===== src/rtl/dtc_pkg.sv =====
package dtc_pkg;

    localparam int DTC_CNT_W   = 8;
    localparam int DTC_CNT_MAX = (1 << DTC_CNT_W) - 1;

    typedef enum logic [1:0] {
        CS_IDLE,
        CS_LOAD,
        CS_WAIT
    } calc_state_e;

    typedef struct packed {
        logic [DTC_CNT_W-1:0] lat;
        logic                 err;
    } lat_res_t;

    // Time-derived count (zero forced to one, saturated), then raised to the floor.
    function automatic logic [DTC_CNT_W-1:0] dtc_time_cnt(
        input logic [31:0]          q,
        input logic [DTC_CNT_W-1:0] flr
    );
        logic [DTC_CNT_W-1:0] t;
        if (q == 32'd0)
            t = DTC_CNT_W'(1);
        else if (q > 32'(DTC_CNT_MAX))
            t = '1;
        else
            t = q[DTC_CNT_W-1:0];
        return (flr > t) ? flr : t;
    endfunction

    // Smallest latency covering the access time, clamped to the legal window.
    function automatic lat_res_t dtc_pick_lat(
        input logic [31:0] q,
        input int          lo,
        input int          hi
    );
        lat_res_t r;
        r.err = (q > 32'(hi));
        if (q < 32'(lo))
            r.lat = DTC_CNT_W'(lo);
        else if (r.err)
            r.lat = DTC_CNT_W'(hi);
        else
            r.lat = q[DTC_CNT_W-1:0];
        return r;
    endfunction

endpackage


===== src/rtl/dtc_ceil_div.sv =====
module dtc_ceil_div #(
    parameter int NW = 20
) (
    input  logic        clk,
    input  logic        rst,
    input  logic        start,
    input  logic [NW-1:0] num,
    input  logic [NW-1:0] den,
    output logic        done,
    output logic [NW:0] quo
);
    localparam int W    = NW + 1;
    localparam int CNTW = $clog2(W + 1);

    logic [W-1:0]    dvd;
    logic [W-1:0]    rem;
    logic [W:0]      trial;
    logic [W:0]      den_x;
    logic [CNTW-1:0] left;
    logic            run;

    assign trial = {rem, dvd[W-1]};
    assign den_x = {2'b00, den};
    assign quo   = dvd;

    always_ff @(posedge clk) begin
        if (rst) begin
            dvd  <= '0;
            rem  <= '0;
            left <= '0;
            run  <= 1'b0;
            done <= 1'b0;
        end else if (start) begin
            // ceil(num/den) = floor((num + den - 1) / den), den >= 1
            dvd  <= {1'b0, num} + {1'b0, den} - W'(1);
            rem  <= '0;
            left <= CNTW'(W);
            run  <= 1'b1;
            done <= 1'b0;
        end else if (run) begin
            if (trial >= den_x) begin
                rem <= W'(trial - den_x);
                dvd <= {dvd[W-2:0], 1'b1};
            end else begin
                rem <= trial[W-1:0];
                dvd <= {dvd[W-2:0], 1'b0};
            end
            left <= left - CNTW'(1);
            if (left == CNTW'(1)) begin
                run  <= 1'b0;
                done <= 1'b1;
            end
        end else begin
            done <= 1'b0;
        end
    end

    // the completion handshake is a single-cycle pulse
    p_done_single_r9: assert property (@(posedge clk) disable iff (rst)
        done |=> !done);

    // the divider stays idle while it reports completion
    p_done_idle_r9: assert property (@(posedge clk) disable iff (rst)
        done |-> !run);

endmodule


===== src/rtl/dtc_countdown.sv =====
module dtc_countdown
    import dtc_pkg::*;
(
    input  logic                 clk,
    input  logic                 rst,
    input  logic                 en,
    input  logic                 start,
    input  logic [DTC_CNT_W-1:0] load,
    output logic                 zero
);
    logic [DTC_CNT_W-1:0] cnt;

    always_ff @(posedge clk) begin
        if (rst || !en)
            cnt <= '0;
        else if (start)
            cnt <= load;
        else if (cnt != '0)
            cnt <= cnt - DTC_CNT_W'(1);
    end

    assign zero = (cnt == '0);

    // a strobe (also mid-count) loads the full count
    p_load_r11: assert property (@(posedge clk) disable iff (rst)
        (en && start) |=> (cnt == $past(load)));

    // a running timer moves down by exactly one per clock
    p_step_r10: assert property (@(posedge clk) disable iff (rst)
        (en && !start && cnt != '0) |=> (cnt == $past(cnt) - DTC_CNT_W'(1)));

    // strobes are ignored while results are stale
    p_cleared_r12: assert property (@(posedge clk) disable iff (rst)
        !en |=> zero);

endmodule


===== src/rtl/dram_cycle_conv.sv =====
module dram_cycle_conv
    import dtc_pkg::*;
#(
    parameter int NPARAM  = 4,
    parameter int TW      = 20,
    parameter int PW      = 16,
    parameter int LAT_MIN = 3,
    parameter int LAT_MAX = 14
) (
    input  logic                          clk,
    input  logic                          rst,
    input  logic [PW-1:0]                 period_ps,
    input  logic [PW-1:0]                 jitter_ps,
    input  logic [TW-1:0]                 access_ps,
    input  logic [NPARAM*TW-1:0]          min_time_ps,
    input  logic [NPARAM*DTC_CNT_W-1:0]   min_cyc,
    input  logic [NPARAM-1:0]             start,
    output logic                          busy,
    output logic                          valid,
    output logic [NPARAM*DTC_CNT_W-1:0]   cyc_count,
    output logic [DTC_CNT_W-1:0]          rd_lat,
    output logic                          lat_err,
    output logic [NPARAM-1:0]             ready
);
    localparam int CW = DTC_CNT_W;
    localparam int IW = $clog2(NPARAM + 1);

    calc_state_e         st;
    logic [IW-1:0]       idx;
    logic                kick;
    logic [PW-1:0]       prev_p;
    logic [PW-1:0]       prev_j;
    logic                chg;
    logic [PW-1:0]       eff;
    logic [TW-1:0]       den;
    logic [TW-1:0]       num;
    logic [CW-1:0]       flr;
    logic                div_done;
    logic [TW:0]         div_quo;
    logic [CW-1:0]       cyc_q [NPARAM];
    lat_res_t            lat_q;
    lat_res_t            lat_new;
    logic [NPARAM-1:0]   tmr_zero;

    // Effective period: nominal minus jitter allowance, never below 1 ps
    assign eff = (jitter_ps >= period_ps) ? PW'(1) : (period_ps - jitter_ps);
    assign den = TW'(eff);
    assign chg = (period_ps != prev_p) || (jitter_ps != prev_j);

    // Operand select: entries first, access time last
    always_comb begin
        num = access_ps;
        flr = '0;
        for (int i = 0; i < NPARAM; i++) begin
            if (idx == IW'(i)) begin
                num = min_time_ps[i*TW +: TW];
                flr = min_cyc[i*CW +: CW];
            end
        end
    end

    assign lat_new = dtc_pick_lat(32'(div_quo), LAT_MIN, LAT_MAX);

    dtc_ceil_div #(.NW(TW)) div_i (
        .clk   (clk),
        .rst   (rst),
        .start (st == CS_LOAD),
        .num   (num),
        .den   (den),
        .done  (div_done),
        .quo   (div_quo)
    );

    always_ff @(posedge clk) begin
        if (rst) begin
            st     <= CS_IDLE;
            idx    <= '0;
            kick   <= 1'b1;
            valid  <= 1'b0;
            prev_p <= '0;
            prev_j <= '0;
            lat_q  <= '{lat: CW'(LAT_MIN), err: 1'b0};
            for (int i = 0; i < NPARAM; i++) cyc_q[i] <= '0;
        end else begin
            prev_p <= period_ps;
            prev_j <= jitter_ps;
            kick   <= 1'b0;
            if (kick || chg) begin
                st    <= CS_LOAD;
                idx   <= '0;
                valid <= 1'b0;
            end else begin
                case (st)
                    CS_LOAD: st <= CS_WAIT;
                    CS_WAIT: begin
                        if (div_done) begin
                            if (idx == IW'(NPARAM)) begin
                                lat_q <= lat_new;
                                valid <= 1'b1;
                                st    <= CS_IDLE;
                            end else begin
                                for (int i = 0; i < NPARAM; i++)
                                    if (idx == IW'(i))
                                        cyc_q[i] <= dtc_time_cnt(32'(div_quo), flr);
                                idx <= idx + IW'(1);
                                st  <= CS_LOAD;
                            end
                        end
                    end
                    default: st <= CS_IDLE;
                endcase
            end
        end
    end

    assign busy    = (st != CS_IDLE);
    assign rd_lat  = lat_q.lat;
    assign lat_err = lat_q.err;

    generate
        for (genvar g = 0; g < NPARAM; g++) begin : g_entry
            assign cyc_count[g*CW +: CW] = cyc_q[g];

            dtc_countdown tmr_i (
                .clk   (clk),
                .rst   (rst),
                .en    (valid),
                .start (start[g]),
                .load  (cyc_q[g]),
                .zero  (tmr_zero[g])
            );

            assign ready[g] = valid && tmr_zero[g];

            // a stored count honours its floor and is never zero
            p_floor_r3: assert property (@(posedge clk) disable iff (rst)
                (st == CS_WAIT && div_done && !chg && !kick && idx == IW'(g))
                |=> (cyc_q[g] >= $past(min_cyc[g*CW +: CW])) && (cyc_q[g] != '0));
        end
    endgenerate

    // handshake flags are exclusive
    p_busy_valid_r9: assert property (@(posedge clk) disable iff (rst)
        !(busy && valid));

    // an input change always invalidates the results
    p_change_drop_r9: assert property (@(posedge clk) disable iff (rst)
        chg |=> (!valid && busy));

    // no timer reports ready while results are stale
    p_ready_stale_r12: assert property (@(posedge clk) disable iff (rst)
        !valid |-> (ready == '0));

    // reported latency stays inside the legal window
    p_lat_window_r6: assert property (@(posedge clk) disable iff (rst)
        valid |-> (rd_lat >= CW'(LAT_MIN) && rd_lat <= CW'(LAT_MAX)));

    // an unmeetable access time pins the latency at the top
    p_lat_err_r7: assert property (@(posedge clk) disable iff (rst)
        (valid && lat_err) |-> (rd_lat == CW'(LAT_MAX)));

    // the divider result is the exact ceiling of the operands
    p_ceiling_r2: assert property (@(posedge clk) disable iff (rst)
        (st == CS_WAIT && div_done && !chg)
        |-> ((64'(div_quo) * 64'(den) >= 64'(num)) &&
             (div_quo == '0 || (64'(div_quo) - 64'd1) * 64'(den) < 64'(num))));

endmodule


===== config.mk =====
export PLATFORM = sky130hd
export DESIGN_NAME = dram_cycle_conv
export DESIGN_NICKNAME = d
export VERILOG_FILES = /design/src/rtl/dtc_pkg.sv /design/src/rtl/dtc_ceil_div.sv /design/src/rtl/dtc_countdown.sv /design/src/rtl/dram_cycle_conv.sv
export SDC_FILE = /design/constraint.sdc
export NUM_CORES = 1
export LEC_CHECK = 0
export ABC_AREA = 1
export BUFFER_PORTS_ARGS = -buffer_cell sky130_fd_sc_hd__buf_2
export CELL_PAD_IN_SITES_DETAIL_PLACEMENT = 0
export CELL_PAD_IN_SITES_GLOBAL_PLACEMENT = 2
export CORE_MARGIN = 8
export CORE_UTILIZATION = 31
export DETAILED_ROUTE_END_ITERATION = 8
export PLACE_DENSITY_LB_ADDON = 0.3
export SYNTH_ARGS = -nofsm -noshare
export SYNTH_HDL_FRONTEND = slang
export SYNTH_SLANG_ARGS = --single-unit

===== constraint.sdc =====
create_clock -name clk -period 5.4 [get_ports clk]
set_clock_uncertainty 0.1 [all_clocks]
set_input_delay 0.54 -clock clk [delete_from_list [all_inputs] [get_ports clk]]
set_output_delay 0.54 -clock clk [all_outputs]
set_load 0.02 [all_outputs]

==> flow_summary_export.csv <==
group,metric,value,unit
placement,dp_hpwl,35700,um
cts,cts_num_sinks,161,
grt,grt_pass1_vias,11900,
final_layout,finish.instance_area,13900,um^2
synthesis,synthDistinctLibCells,61,
die,start_util,31.3,%
grt,antenna_found_initial,2,
synthesis,synth-edff-count,32,
placement,port_buffers,216,
cts,clock_latency,0.44,ns
final_layout,fillerInstances,4129,
final_layout,drive_gt1_share,17.2,%
power_and_ir_drop,powerDensity,275,nW/um^2
die,core,37400,um^2
worst_hold_path,hold_class,"in -> reg",
critical_path,cp.arrival,5.20,ns
synthesis,synth.top_cell.area_share,22.1,%
drt,drc,0,
sta,timing.final.crit_share,91.3,%
synthesis,netlist_top_cells_area,"dfxtp_1 22%, nand2_1 12%, ha_1 9.0%",
sta,hold_viol,0,
critical_path,cp_max_fo,12,
cts,cts_hold_buf,0,
drt,dr.pass1.iters,5,
die,io_pins,217,
sta,fmax,0.203,GHz
synthesis,syn_inst,1712,
sta,max_slew.worst_pin.slew,1.18,ns
cts,cts_tree,"done",
sta,fin_ws,0.471,ns
placement,place_ws,0.272,ns
grt,grt_use_total,19.7,%
critical_path,start_kind,"flip-flop",
placement,globalplace.congestion,0.873,
cts,htreeDepth,4,
synthesis,ys_warn_count,0,
drt,drtIter0Drc,691,
synthesis,ys_async_sr_fraction,0,%
synthesis,synthTopCellsByCount,"386 x nand2_1, 217 x inv_1, 199 x nor2_1, 148 x a21oi_1, 129 x dfxtp_1",
drt,wl_per_cell,17.9,um
synthesis,syn_area,11700,um^2
grt,grt-ovfl-total,0,
power_and_ir_drop,leakagePower,6.63,nW
cts,cts_root_buf,"clkbuf_16",
die,rows,71,
sta,whs,0.235,ns
synthesis,yosysMostFrequentCell,"nand2_1",
sta,setup_viol,0,
sta,finalSetupTns,0,ns
die,die_area,44200,um^2
critical_path,path_class,"reg -> reg",
cts,cts.path.max_buffers,2,
drt,routed_wl,43800,um
critical_path,critPathCaptureType,"flip-flop",
power_and_ir_drop,ir_drop,0.000200,V
drt,num_vias,11900,
sta,drv_slew,0,
sta,slew_headroom,20.4,%
synthesis,synth_top_area_cell,"dfxtp_1",
drt,vias_per_cell,4.89,
die,die_w,210,um
synthesis,yosysSeqAreaShare,30.3,%
synthesis,synth_seq_cells,161,
grt,grt_pass1_wl,68000,um
critical_path,critPathRequiredTime,5.67,ns
synthesis,synth_ff_type,"dfxtp_1",
die,die_y,210,um
final_layout,area_growth,19.0,%
final_layout,finalNetCount,2174,
cts,numCtsBuffers,17,
synthesis,syn-mean-instance-area,6.84,um^2
grt,grt_max_degree,41,
outcome,status,"finished clean",
synthesis,synth_nets,1968,
drt,detail-route-antenna-nets,0,
placement,place_area,13400,um^2
job,drv_cap,0,
sta,fin_crit,4.93,ns
cts,clk_pin_slew,0.07,ns
## kinds of logic after synthesis
family	synth area share [%]
adder cells (fa/ha/maj)	9.32
AO/OA/AOI/OAI	17.3
XOR/XNOR	3.59
flip-flops	30.3
buffers and inverters	8.94
AND/OR/NAND/NOR	30.6
## final cells by class
cell class              instances  area, um^2  share of cell area (%)
multi-input cells            1279        7120                    51.1
clock buffers                  18         429                    3.08
clock inverters                14         106                   0.763
well taps                     511         639                    4.59
repair buffers                239        1270                    9.09
flip-flops and latches        161        3540                    25.4
inverters                     220         830                    5.95
diodes                          1        2.50                  0.0180
## worst max-delay path, stage by stage, from the launching register on
cell        delay [ns]
dfxtp_1           0.39
inv_1             0.10
ha_1              0.22
nand2_1           0.32
clkinvlp_4        0.51
buf_4             0.32
nand2_1           0.06
a311oi_1          0.08
a21oi_1           0.14
nor2_1            0.05
a21oi_1           0.28
xnor2_1           0.17
ha_1              0.19
inv_1             0.05
fa_1              0.35
inv_1             0.14
a21oi_1           0.08
inv_1             0.09
nand2_1           0.05
nor2_1            0.13
nor2_1            0.08
o21ai_0           0.38
a21oi_1           0.16
xnor2_1           0.17
nand2_1           0.07
a31oi_1           0.14
## metrics by stage
step | power, mW | util, % | instances
global placement | 2.72 | 35.8 | 2410
finish | 3.83 | 37.3 | 2443
detailed placement | 2.72 | 35.8 | 2410
floorplan | 2.30 | - | 1712
global route | 4.10 | 37.3 | 2442
CTS | 3.87 | 37.2 | 2442
## registers in the layout (all words and copies together), names as in the netlist, 2 cells and up
register and cells:
rd_lat 8, idx 3, g_entry.tmr_i.cnt 32, st 2, cyc_q 32, div_i.quo 21
prev_p 16, div_i.rem 21, div_i.left 5, prev_j 16
## where the power goes
part | switching (mW) | internal (mW)
logic | 0.877 | 0.465
registers | 0.0552 | 1.29
clock network | 0.551 | 0.594
## layout by cell type (no fill, tap or decap), types with 11 or more instances in the layout
cell type	synthesis	routed
nand2_1	386	386
inv_1	217	216
buf_2	3	216
nor2_1	199	199
a21oi_1	148	148
dfxtp_1	129	129
o21ai_0	96	96
ha_1	84	83
nand3_1	82	82
edfxtp_1	32	32
xor2_1	28	28
nand4_1	25	25
a31oi_1	24	24
buf_4	0	22
xnor2_1	20	20
nor3_1	19	19
nand3b_1	18	18
clkbuf_16	0	17
nand2_2	15	15
o211ai_1	12	12
nand3_2	12	12
nor4_1	11	11
a311oi_1	11	11
## layer usage
| metal | vias up | share of wire (%) | global-route usage [%] | routed length [um] |
|---|---|---|---|---|
| li1 | 6118 | - | - | - |
| met1 | 5518 | 46 | 25.0 | 19900 |
| met2 | 274 | 48 | 34.3 | 21100 |
| met3 | 32 | 4.9 | 3.80 | 2160 |
| met4 | 2 | 1.3 | 3.96 | 587 |
| met5 | - | 0.027 | 0 | 12 |
## final timing paths
check	slack (ns)	endpoint	cells past startpoint	from
worst max-delay path	0.47	div_i.quo[15]	25	idx[0]
worst min-delay path	0.24	prev_j[0]	3	jitter_ps[0]
worst max register to register	0.47	div_i.quo[15]	25	idx[0]
worst min register to register	0.33	rd_lat[6]	2	rd_lat[6]
## what timing repair did
item                       4_1_cts  5_1_grt
gates resized for setup          0        1
setup endpoints to repair        0        3
setup buffers                    0        0
No activity file was read; power rests on OpenSTA's default activity.
